$ cat config.mk
export PLATFORM = sky130hd
export DESIGN_NAME = sram_wr_ctl
export DESIGN_NICKNAME = d
export VERILOG_FILES = /design/src/rtl/sram_wr_pkg.sv /design/src/rtl/sram_wr_decode.sv /design/src/rtl/sram_wr_lane_reg.sv /design/src/rtl/sram_wr_phase_fsm.sv /design/src/rtl/sram_wr_ctl.sv
export SDC_FILE = /design/constraint.sdc
export NUM_CORES = 1
export LEC_CHECK = 0
export BUFFER_PORTS_ARGS = -buffer_cell sky130_fd_sc_hd__buf_4
export CAP_MARGIN = 20
export CELL_PAD_IN_SITES_DETAIL_PLACEMENT = 2
export CELL_PAD_IN_SITES_GLOBAL_PLACEMENT = 2
export CORE_ASPECT_RATIO = 1.5
export CORE_MARGIN = 2
export CORE_UTILIZATION = 26
export CTS_BUF_LIST = sky130_fd_sc_hd__clkbuf_4 sky130_fd_sc_hd__clkbuf_8
export DETAILED_ROUTE_END_ITERATION = 10
export GPL_ROUTABILITY_DRIVEN = 0
export PLACE_DENSITY = 0.91
export SYNTH_ARGS = -nofsm -noshare
export SYNTH_HDL_FRONTEND = slang
export SYNTH_SLANG_ARGS = --single-unit
$ cat constraint.sdc
create_clock -name clk -period 1 [get_ports clk]
set_input_delay 0.15 -clock clk [delete_from_list [all_inputs] [get_ports clk]]
set_output_delay 0.15 -clock clk [all_outputs]
set_load 0.02 [all_outputs]
$ cat src/rtl/sram_wr_pkg.sv
package sram_wr_pkg;
    localparam int unsigned LANES_DEF  = 4;
    localparam int unsigned LANE_W_DEF = 8;

    typedef enum logic {
        PH_IDLE  = 1'b0,
        PH_WRITE = 1'b1
    } wr_phase_e;
endpackage

$ cat src/rtl/sram_wr_decode.sv
module sram_wr_decode #(
    parameter int unsigned LANES = sram_wr_pkg::LANES_DEF
) (
    input  logic             word_wr_n,
    input  logic             lane_gate_n,
    input  logic [LANES-1:0] lane_sel_n,
    input  logic             addr_strobe_n,
    output logic [LANES-1:0] lane_req
);
    logic lanes_open;

    always_comb begin
        lanes_open = !lane_gate_n && addr_strobe_n;
        if (!word_wr_n) begin
            lane_req = '1;
        end else if (lanes_open) begin
            lane_req = ~lane_sel_n;
        end else begin
            lane_req = '0;
        end
    end
endmodule

$ cat src/rtl/sram_wr_lane_reg.sv
module sram_wr_lane_reg #(
    parameter int unsigned LANES  = sram_wr_pkg::LANES_DEF,
    parameter int unsigned LANE_W = sram_wr_pkg::LANE_W_DEF,
    localparam int unsigned WORD_W = LANES * LANE_W
) (
    input  logic              clk,
    input  logic              rst_n,
    input  logic [LANES-1:0]  lane_req,
    input  logic [WORD_W-1:0] din,
    output logic [LANES-1:0]  lane_wr,
    output logic [WORD_W-1:0] wr_word
);
    for (genvar g = 0; g < LANES; g++) begin : g_lane
        always_ff @(posedge clk or negedge rst_n) begin
            if (!rst_n) begin
                lane_wr[g]                   <= 1'b0;
                wr_word[g*LANE_W +: LANE_W]  <= '0;
            end else begin
                lane_wr[g]                   <= lane_req[g];
                wr_word[g*LANE_W +: LANE_W]  <= din[g*LANE_W +: LANE_W];
            end
        end
    end
endmodule

$ cat src/rtl/sram_wr_phase_fsm.sv
module sram_wr_phase_fsm
    import sram_wr_pkg::*;
(
    input  logic clk,
    input  logic rst_n,
    input  logic wr_req,
    output logic any_wr
);
    wr_phase_e phase_q, phase_d;

    always_ff @(posedge clk or negedge rst_n) begin
        if (!rst_n) begin
            phase_q <= PH_IDLE;
        end else begin
            phase_q <= phase_d;
        end
    end

    always_comb begin
        phase_d = phase_q;
        unique case (phase_q)
            PH_IDLE:  phase_d = wr_req ? PH_WRITE : PH_IDLE;
            PH_WRITE: phase_d = wr_req ? PH_WRITE : PH_IDLE;
            default:  phase_d = PH_IDLE;
        endcase
    end

    always_comb begin
        unique case (phase_q)
            PH_IDLE:  any_wr = 1'b0;
            PH_WRITE: any_wr = 1'b1;
            default:  any_wr = 1'b0;
        endcase
    end

    AST_FLAG_RISE: assert property (@(posedge clk) disable iff (!rst_n)
        wr_req |=> any_wr);
    AST_FLAG_FALL: assert property (@(posedge clk) disable iff (!rst_n)
        !wr_req |=> !any_wr);
endmodule

$ cat src/rtl/sram_wr_ctl.sv
module sram_wr_ctl #(
    parameter int unsigned LANES  = sram_wr_pkg::LANES_DEF,
    parameter int unsigned LANE_W = sram_wr_pkg::LANE_W_DEF,
    localparam int unsigned WORD_W = LANES * LANE_W
) (
    input  logic              clk,
    input  logic              rst_n,
    input  logic              word_wr_n,
    input  logic              lane_gate_n,
    input  logic [LANES-1:0]  lane_sel_n,
    input  logic              addr_strobe_n,
    input  logic [WORD_W-1:0] din,
    output logic [LANES-1:0]  lane_wr,
    output logic [WORD_W-1:0] wr_word,
    output logic              any_wr
);
    logic [LANES-1:0] lane_req;

    sram_wr_decode #(.LANES(LANES)) u_decode (
        .word_wr_n    (word_wr_n),
        .lane_gate_n  (lane_gate_n),
        .lane_sel_n   (lane_sel_n),
        .addr_strobe_n(addr_strobe_n),
        .lane_req     (lane_req)
    );

    sram_wr_lane_reg #(.LANES(LANES), .LANE_W(LANE_W)) u_lanes (
        .clk     (clk),
        .rst_n   (rst_n),
        .lane_req(lane_req),
        .din     (din),
        .lane_wr (lane_wr),
        .wr_word (wr_word)
    );

    sram_wr_phase_fsm u_phase (
        .clk   (clk),
        .rst_n (rst_n),
        .wr_req(|lane_req),
        .any_wr(any_wr)
    );

    AST_WORD_ALL: assert property (@(posedge clk) disable iff (!rst_n)
        !word_wr_n |=> (lane_wr == '1));
    AST_GATE_PASS: assert property (@(posedge clk) disable iff (!rst_n)
        (word_wr_n && !lane_gate_n && addr_strobe_n) |=> (lane_wr == ~$past(lane_sel_n)));
    AST_GATE_BLOCK: assert property (@(posedge clk) disable iff (!rst_n)
        (word_wr_n && lane_gate_n) |=> (lane_wr == '0));
    AST_STROBE_BLOCK: assert property (@(posedge clk) disable iff (!rst_n)
        (word_wr_n && !addr_strobe_n) |=> (lane_wr == '0));
    AST_DATA_CAPTURE: assert property (@(posedge clk) disable iff (!rst_n)
        1'b1 |=> (wr_word == $past(din)));
    AST_FLAG_MATCH: assert property (@(posedge clk) disable iff (!rst_n)
        any_wr == (lane_wr != '0));
    always_comb begin
        if (!rst_n) begin
            AST_RESET_CLEAR: assert (lane_wr == '0 && wr_word == '0 && !any_wr);
        end
    end
endmodule

; After elaboration in Yosys (flattened, before gate mapping)
; Index checks and enable logic that the tools add are counted.
[word_totals]
reg_bits = 37
[op_classes]
reduce_logical = 3
bitwise = 2
mux = 4
[ops]
columns = cell, count
row1 = 4-bit 2-to-1 mux, 2
row2 = 4-bit NOT, 1
row3 = 4-bit OR reduction, 1
row4 = 1-bit case mux with 2 select lines, 1
row5 = 1-bit logical AND, 1
row6 = 1-bit zero test, 1
row7 = 1-bit 2-to-1 mux, 1
row8 = 1-bit NOT, 1

; Logic depth before layout (Yosys ltp)
; Gate-level depths: netlist of the first run.
[depth]
word_depth = 6
ltp_mapped = 2
mapped_depth_nobuf = 2

; Hierarchy
; A second synthesis of the first run with hierarchy kept.
[unflattened]
hier_cells = 43
area_unflattened_um2 = 970.9
[modules_own_cells]
columns = mod, area_each_um2, seq_area_each_um2, cells_each, n_inst
row1 = sram_wr_lane_reg, 900.9, 900.9, 36, 1
row2 = sram_wr_decode, 37.5, 0.0, 5, 1
row3 = sram_wr_phase_fsm, 25.0, 25.0, 1, 1
row4 = sram_wr_ctl, 7.5, 0.0, 1, 1

; Worst setup path before layout of the first run
; OpenSTA, ideal clock, no wires.
[synth_timing]
path_type = reg-to-output
start = register u_phase.phase_q
end = output any_wr
stages_incl_launch_ff = 1
arrival_ns = 0.416
path_buffers = 0
t_required_ns = 0.850
slack_ns = 0.434
path_cell_list = dfrtp_1
[synth_between]
elab_chain_len = 2
[synth_rtl]
columns = item, line_no
row1 = "start, declared", sram_wr_phase_fsm.sv:9  ; wr_phase_e phase_q, phase_d;
row2 = "start signal, assigned", sram_wr_phase_fsm.sv:15  ; phase_q <= phase_d;
row3 = 1-bit NOT, sram_wr_phase_fsm.sv:29  ; unique case (phase_q)
row4 = 1-bit case mux with 2 select lines (*), sram_wr_phase_fsm.sv:29
row5 = "end, declared", sram_wr_ctl.sv:15  ; output logic any_wr
; Every way passes the cells marked *; elsewhere a longest branch is shown, timed or not.

; Worst setup path after layout of the first run
[layout_timing]
start = register u_lanes.wr_word[3]
end = output wr_word[3]
[layout_lines]
columns = item, line_no
row1 = "start, declared", sram_wr_lane_reg.sv:11  ; output logic [WORD_W-1:0] wr_word
row2 = "start signal, assigned by index", sram_wr_lane_reg.sv:20  ; wr_word[g*LANE_W +: LANE_W] <= din[g*LANE_W +: LANE_W];
row3 = "end, declared", sram_wr_ctl.sv:14  ; output logic [WORD_W-1:0] wr_word,
; No word-level cell between the ends.

==> results of run 1 <==
[layout by cell type (no fill, tap or decap)]
master / n
o21ai_1: 4
buf_4: 75
nand2b_4: 1
clkbuf_8: 5
dlygate4sd3_1: 33
dfrtp_1: 37
o21ai_2: 1
and4_1: 1
buf_6: 2
clkinv_2: 1
[cell type report]
cell class	instances	area [sq um]
clock buffers	5	68.82
clock inverters	1	5.005
fillers	350	1628
multi-input cells	7	51.30
flip-flops and latches	37	925.9
well taps	43	53.80
repair buffers	110	915.9
[routing by layer]
metal | vias up | wire [microns] | global-route usage
li1 | 370 | - | -
met1 | 424 | 1126 | 0.1846
met2 | 51 | 2248 | 0.3549
met3 | 6 | 250 | 0.06579
met4 | 0 | 59 | 0.07000
met5 | - | 0 | 0
[flip-flops by register name, summed over array words and instances, names as in the netlist]
register         cells
u_lanes.wr_word     32
u_phase.phase_q      1
u_lanes.lane_wr      4
[where the power goes]
part / internal, W / total, W / switching [W]
logic: 0.000290 / 0.000524 / 0.000234
clock network: 0.000457 / 0.000916 / 0.000459
registers: 0.00158 / 0.00160 / 0.0000292
total: 0.00232 / 0.00304 / 0.000722
[synth_stat cells]
library cell / n / share of area
o21ai_2: 1 / 0.0090
nand2b_4: 1 / 0.014
and4_1: 1 / 0.0090
dfrtp_1: 37 / 0.95
o21ai_1: 4 / 0.020
[what timing repair did]
item,in CTS,in global routing
hold buffers,33,0
endpoints found under the hold margin,69,0
setup endpoints to repair,0,2
resized for setup,0,2
[final timing paths]
kind / endpoint / slack (ns) / cells after the start
worst max-delay path: wr_word[3] / 0.03 / 1
worst min-delay path: u_lanes.lane_wr[0] / 0.06 / 2
max in group asynchronous: u_lanes.wr_word[14] / 0.30 / 2
min in group asynchronous: u_lanes.wr_word[25] / 0.38 / 2
[kinds of logic after synthesis]
group            after synthesis  synth area share
flip-flops                    37            0.9475
AO/OA/AOI/OAI                  5           0.02945
AND/OR/NAND/NOR                2           0.02305
[through the flow]
stage | std cells | hold WS [ns]
final | 203 | 0.05507
after detailed placement | 164 | 0.1339
after global placement | 164 | 0.1148
after floorplan | 44 | -0.1456
after CTS | 203 | 0.05260
after global routing | 203 | 0.05622
==> out/qor.yml, run 1 <==
status:
  status: "finished, final reports clean"
setup_path:
  start_kind: "register"
  cp_max_fo: 1
  required_ns: 0.85
  critPathBufInv: 1
  crit_start: "u_lanes.wr_word[3]"
  cpMaxStageDelayCell: "dfrtp_1"
  path_cells: "buf_6"
  cp_slowest_stage_delay_ns: 0.40
  critPathKind: "register to output pin"
  worstPathArrival_ns: 0.82
  cp-end-kind: "output pin"
  crit_family: "flip-flops"
sta:
  tns_ns: 0
  fin_ws_ns: 0.02777
  rsz0062_at_grt: "yes"
  worst_pin_slew_ns: 0.4555
  finalSetupViolations: 0
  slew_violations: 0
  hold_viol_final: 0
  final.min_clock_period_ns: 0.9722
  fin_crit_sh: 0.9722
  fmax_mhz: 1029
  slew_headroom: 0.6963
cts:
  clk_pin_slew_ns: 0.07
  h-tree-depth: 2
  cts_setup_buffers: 0
  numCtsBuffers: 5
  cts-root-buf: "clkbuf_8"
  clockBufferDepth: 2
  cts.sinks: 37
  cts_tree: "built"
die:
  die_x_microns: 54.06
  start_util: 0.2678
  core_sq_um: 3649
  fp.dieH_microns: 79.09
  rows: 27
  io-pin-count: 78
  die-area_sq_um: 4275
place:
  dpl-instance-area_sq_um: 1609
  place.port_buffers: 77
  place_ws_ns: 0.3382
  dp_hpwl_mm: 2.288
finish:
  nNetsFinal: 202
  final_area_sq_um: 2021
  antenna_cells: 0
  drive_gt1_frac: 0.5313
  syn_to_final_growth_pct: 106.8
  post-route-util: 0.5538
power:
  pwr_density_cell_nw_per_um2: 1507
  ir_worst_vdd_uv: 1191
  leakage_nw: 0.9970
  totalPowerFinal_w: 0.003045
detailed_routing:
  initialDrtViolationCount: 6
  dr.pass1.iters: 2
  vias: 851
  final_antenna_net_count: 0
  routed_wl_mm: 3.684
  drc: 0
  drt-vias-per-instance: 4.192
  wire_per_inst_microns: 18.15
grt:
  antenna_found_initial: 0
  grt_max_degree: 38
  grt_pass1_vias: 977
  grt_pass1_wl_mm: 5.375
  grt_usage: 0.1916
  grt_overflow: 0
synthesis:
  synth-warning-count: 0
  post_synth_num_cell_types: 5
  avgSynthCellArea_sq_um: 22.21
  syn-num-nets: 85
  yosys_register_bits: 37
  syn_inst: 44
  synth_seq_area_share: 0.9475
  syn-cell-area_sq_um: 977.2
hold_path:
  hp-class: "primary input to register"
  hold_start: "lane_sel_n[0]"
job:
  maxCapViolations: 0
Power figures use the tool's default switching activity.
==> run 2: changes to the inputs <==
SYNTH_HIERARCHICAL = 1   (was not set)
==> run 2 against run 1 <==
Sequential share of layout area down 1.4 points. Critical path depth unchanged. Hold slack lost 0.011 ns. Clock power up 10%. Fmax shrank 1.5%. First-iteration DRC count increased by 50%. Cell count increased by 0.49%. Sequential cell count is the same. Non-clock buffer count did not move. Synthesized cell count down 2.3%. Core utilization grew 2.2 points. Critical path type unchanged. Critical endpoint is now wr_word[11].
==> out/qor.yml, run 2 <==
grt:
  grt_pass1_wl_mm: 5.878  # +9.4%
  antenna_found_initial: 0  # unchanged
  grt_overflow: 0  # unchanged
  grt_max_degree: 38  # unchanged
  grt_usage: 0.2102  # +0.01854
  grt_pass1_vias: 996  # +1.9%
power:
  ir_worst_vdd_uv: 1222  # +2.6%
  pwr_density_cell_nw_per_um2: 1516  # +0.61%
  leakage_nw: 1.018  # +2.1%
finish:
  antenna_cells: 0  # unchanged
  final_cell_mix: "buf_4 (60), dfrtp_1 (37), dlygate4sd3_1 (33)"
  fillers: 330  # -5.7%
  drive_gt1_frac: 0.5404  # +0.009123
  multi_input_area_sq_um: 45.04  # -12%
  largest_register: "u_lanes/wr_word"
  largest_register_ffs: 32  # unchanged
  layout_commonest_cell: "buf_4"
  nNetsFinal: 201  # -0.50%
  syn_to_final_growth_pct: 114.6
  regArea_sq_um: 925.9  # unchanged
  top_regs: "u_lanes/wr_word x32, u_lanes/lane_wr x4, u_phase/phase_q x1"
die:
  die_x_microns: 53.90  # -0.30%
  die-area_sq_um: 4249  # -0.60%
  rows: 27  # unchanged
  core_sq_um: 3615  # -0.93%
  fp.dieH_microns: 78.85  # -0.30%
  io-pin-count: 78  # unchanged
  start_util: 0.2686  # +0.0007724
detailed_routing:
  dr.pass1.iters: 4  # +2
  vias: 824  # -3.2%
  initialDrtViolationCount: 9  # +3
  routed_wl_mm: 3.997  # +8.5%
  drt-vias-per-instance: 4.039  # -3.6%
  final_antenna_net_count: 0  # unchanged
  drc: 0  # unchanged
  wire_per_inst_microns: 19.59  # +8.0%
synthesis:
  syn-num-nets: 84  # -1.2%
  synth_top_area_share: 0.9536  # +0.006105
  ys.flop_type: "dfrtp_1"
  post_synth_num_cell_types: 5  # unchanged
  synth-async-reset-ratio: 1.000  # unchanged
  synth-warning-count: 6  # +6
  synth_common_cells: "dfrtp_1 (37), o21ai_1 (3), nand2b_4 (1), o21ai_2 (1), or4_1 (1)"
  syn_inst: 43  # -2.3%
  synth_edf_count: 0  # unchanged
  syn-cell-area_sq_um: 970.9  # -0.64%
  synth_seq_area_share: 0.9536  # +0.006105
  yosys_register_bits: 37  # unchanged
  synth_top_area_cell: "dfrtp_1"
  avgSynthCellArea_sq_um: 22.58  # +1.7%
  post_synth_main_area_contributors: "dfrtp_1 (95%), o21ai_1 (1.5%), nand2b_4 (1.4%)"
  yosysMostFrequentCell: "dfrtp_1"
sta:
  hold_viol_final: 0  # unchanged
  final.min_clock_period_ns: 0.9866  # +0.01433 ns
  slew_headroom: 0.6992  # +0.002909
  rsz0062_at_grt: "yes"
  whs_ns: 0.04386  # -0.01121 ns
  finalSetupViolations: 0  # unchanged
  worst_pin_slew_ns: 0.4511  # -0.004364 ns
  fmax_mhz: 1014  # -1.5%
  fin_ws_ns: 0.01344  # -0.01433 ns
  fin_crit_sh: 0.9866  # +0.01433
  slew_violations: 0  # unchanged
setup_path:
  required_ns: 0.85  # about the same
  path_cells: "buf_6"
  start_kind: "register"
  critPathKind: "register to output pin"
  cp.depth: 1  # unchanged
  cpMaxStageDelayCell: "dfrtp_1"
  worstPathArrival_ns: 0.84  # +0.02 ns
  cp_max_fo: 1  # unchanged
  crit_family: "flip-flops"
  critPathBufInv: 1  # unchanged
  cp-end-kind: "output pin"
  cp_slowest_stage_delay_ns: 0.41  # about the same
cts:
  numCtsBuffers: 5  # unchanged
  clk_pin_slew_ns: 0.07  # about the same
  cts.sinks: 37  # unchanged
  h-tree-depth: 2  # unchanged
  cts_tree: "built"
  clockBufferDepth: 2  # unchanged
  cts_setup_buffers: 0  # unchanged
  cts-root-buf: "clkbuf_8"
status:
  status: "finished, final reports clean"
hold_path:
  hp-class: "primary input to register"
  whs_path_depth: 2  # unchanged
  hold_start: "lane_sel_n[3]"
  hold_end: "u_lanes/lane_wr[3]"
place:
  place_ws_ns: -0.08560  # -0.4238 ns
  place.port_buffers: 77  # unchanged
job:
  maxCapViolations: 0  # unchanged
==> run 2: cell count changes in the layout (fill, tap and decap cells not counted), sizes merged <==
cell	previous run	this run
or4	0	1
and4	1	0
clkinv	1	2
clkbuf	5	6
o21ai	5	4
==> run 2: how the worst max path moves through the flow <==
stage	from	endpoint	slack (ns)
final	u_lanes/wr_word[11]	wr_word[11]	0.01
after global routing	u_lanes/wr_word[11]	wr_word[11]	-0.01
after CTS	u_lanes/wr_word[19]	wr_word[19]	0.001
after detailed placement	lane_gate_n	u_phase/phase_q	-0.09
after global placement	lane_gate_n	u_phase/phase_q	-0.05
after floorplan	lane_gate_n	u_phase/phase_q	0.04
==> run 2: layer usage <==
layer / track usage / routed length, microns / up-vias
met2: 0.3780 / 2449 / 43
met3: 0.06955 / 230 / 4
met1: 0.2214 / 1274 / 409
met5: 0 / 0 / -
li1: - / - / 368
met4: 0.06154 / 43 / 0
==> run 2: through the flow <==
stage	cells	TNS, ns	cell area [sq um]	utilization	total power [W]
detailed placement	163	-0.08560	1603	0.4434	0.002032
finish	204	0	2083	0.5763	0.003158
global placement	163	-0.05248	1603	0.4434	0.002006
CTS	204	0	2019	0.5587	0.003140
floorplan	43	0	970.9	-	0.001737
global route	204	-0.03743	2083	0.5763	0.003303
==> run 2: final cells by class <==
class	instances	share of cell area
multi-input cells	6	0.02162
clock inverters	2	0.004805
well taps	43	0.02583
clock buffers	6	0.03664
flip-flops and latches	37	0.4444
repair buffers	110	0.4667
==> run 2: kinds of logic (layout without fill, tap and decap cells) <==
| group | after synthesis | in the layout | share of synthesized area |
|---|---|---|---|
| AO/OA/AOI/OAI | 4 | 4 | 0.02448 |
| buffers and inverters | 0 | 118 | 0 |
| flip-flops | 37 | 37 | 0.9536 |
| AND/OR/NAND/NOR | 2 | 2 | 0.02191 |
==> run 2: timing repair <==
item                       in CTS  in global routing
setup endpoints to repair       0                 17
hold buffers                   33                  0
gates resized for setup         0                 17
hold endpoints to repair       69                  0
==> run 2: report_power, final <==
part	internal (W)	switching [W]
sequential	0.00157	0.0000362
clock	0.000509	0.000497
combinational	0.000307	0.000236
total	0.00239	0.000769
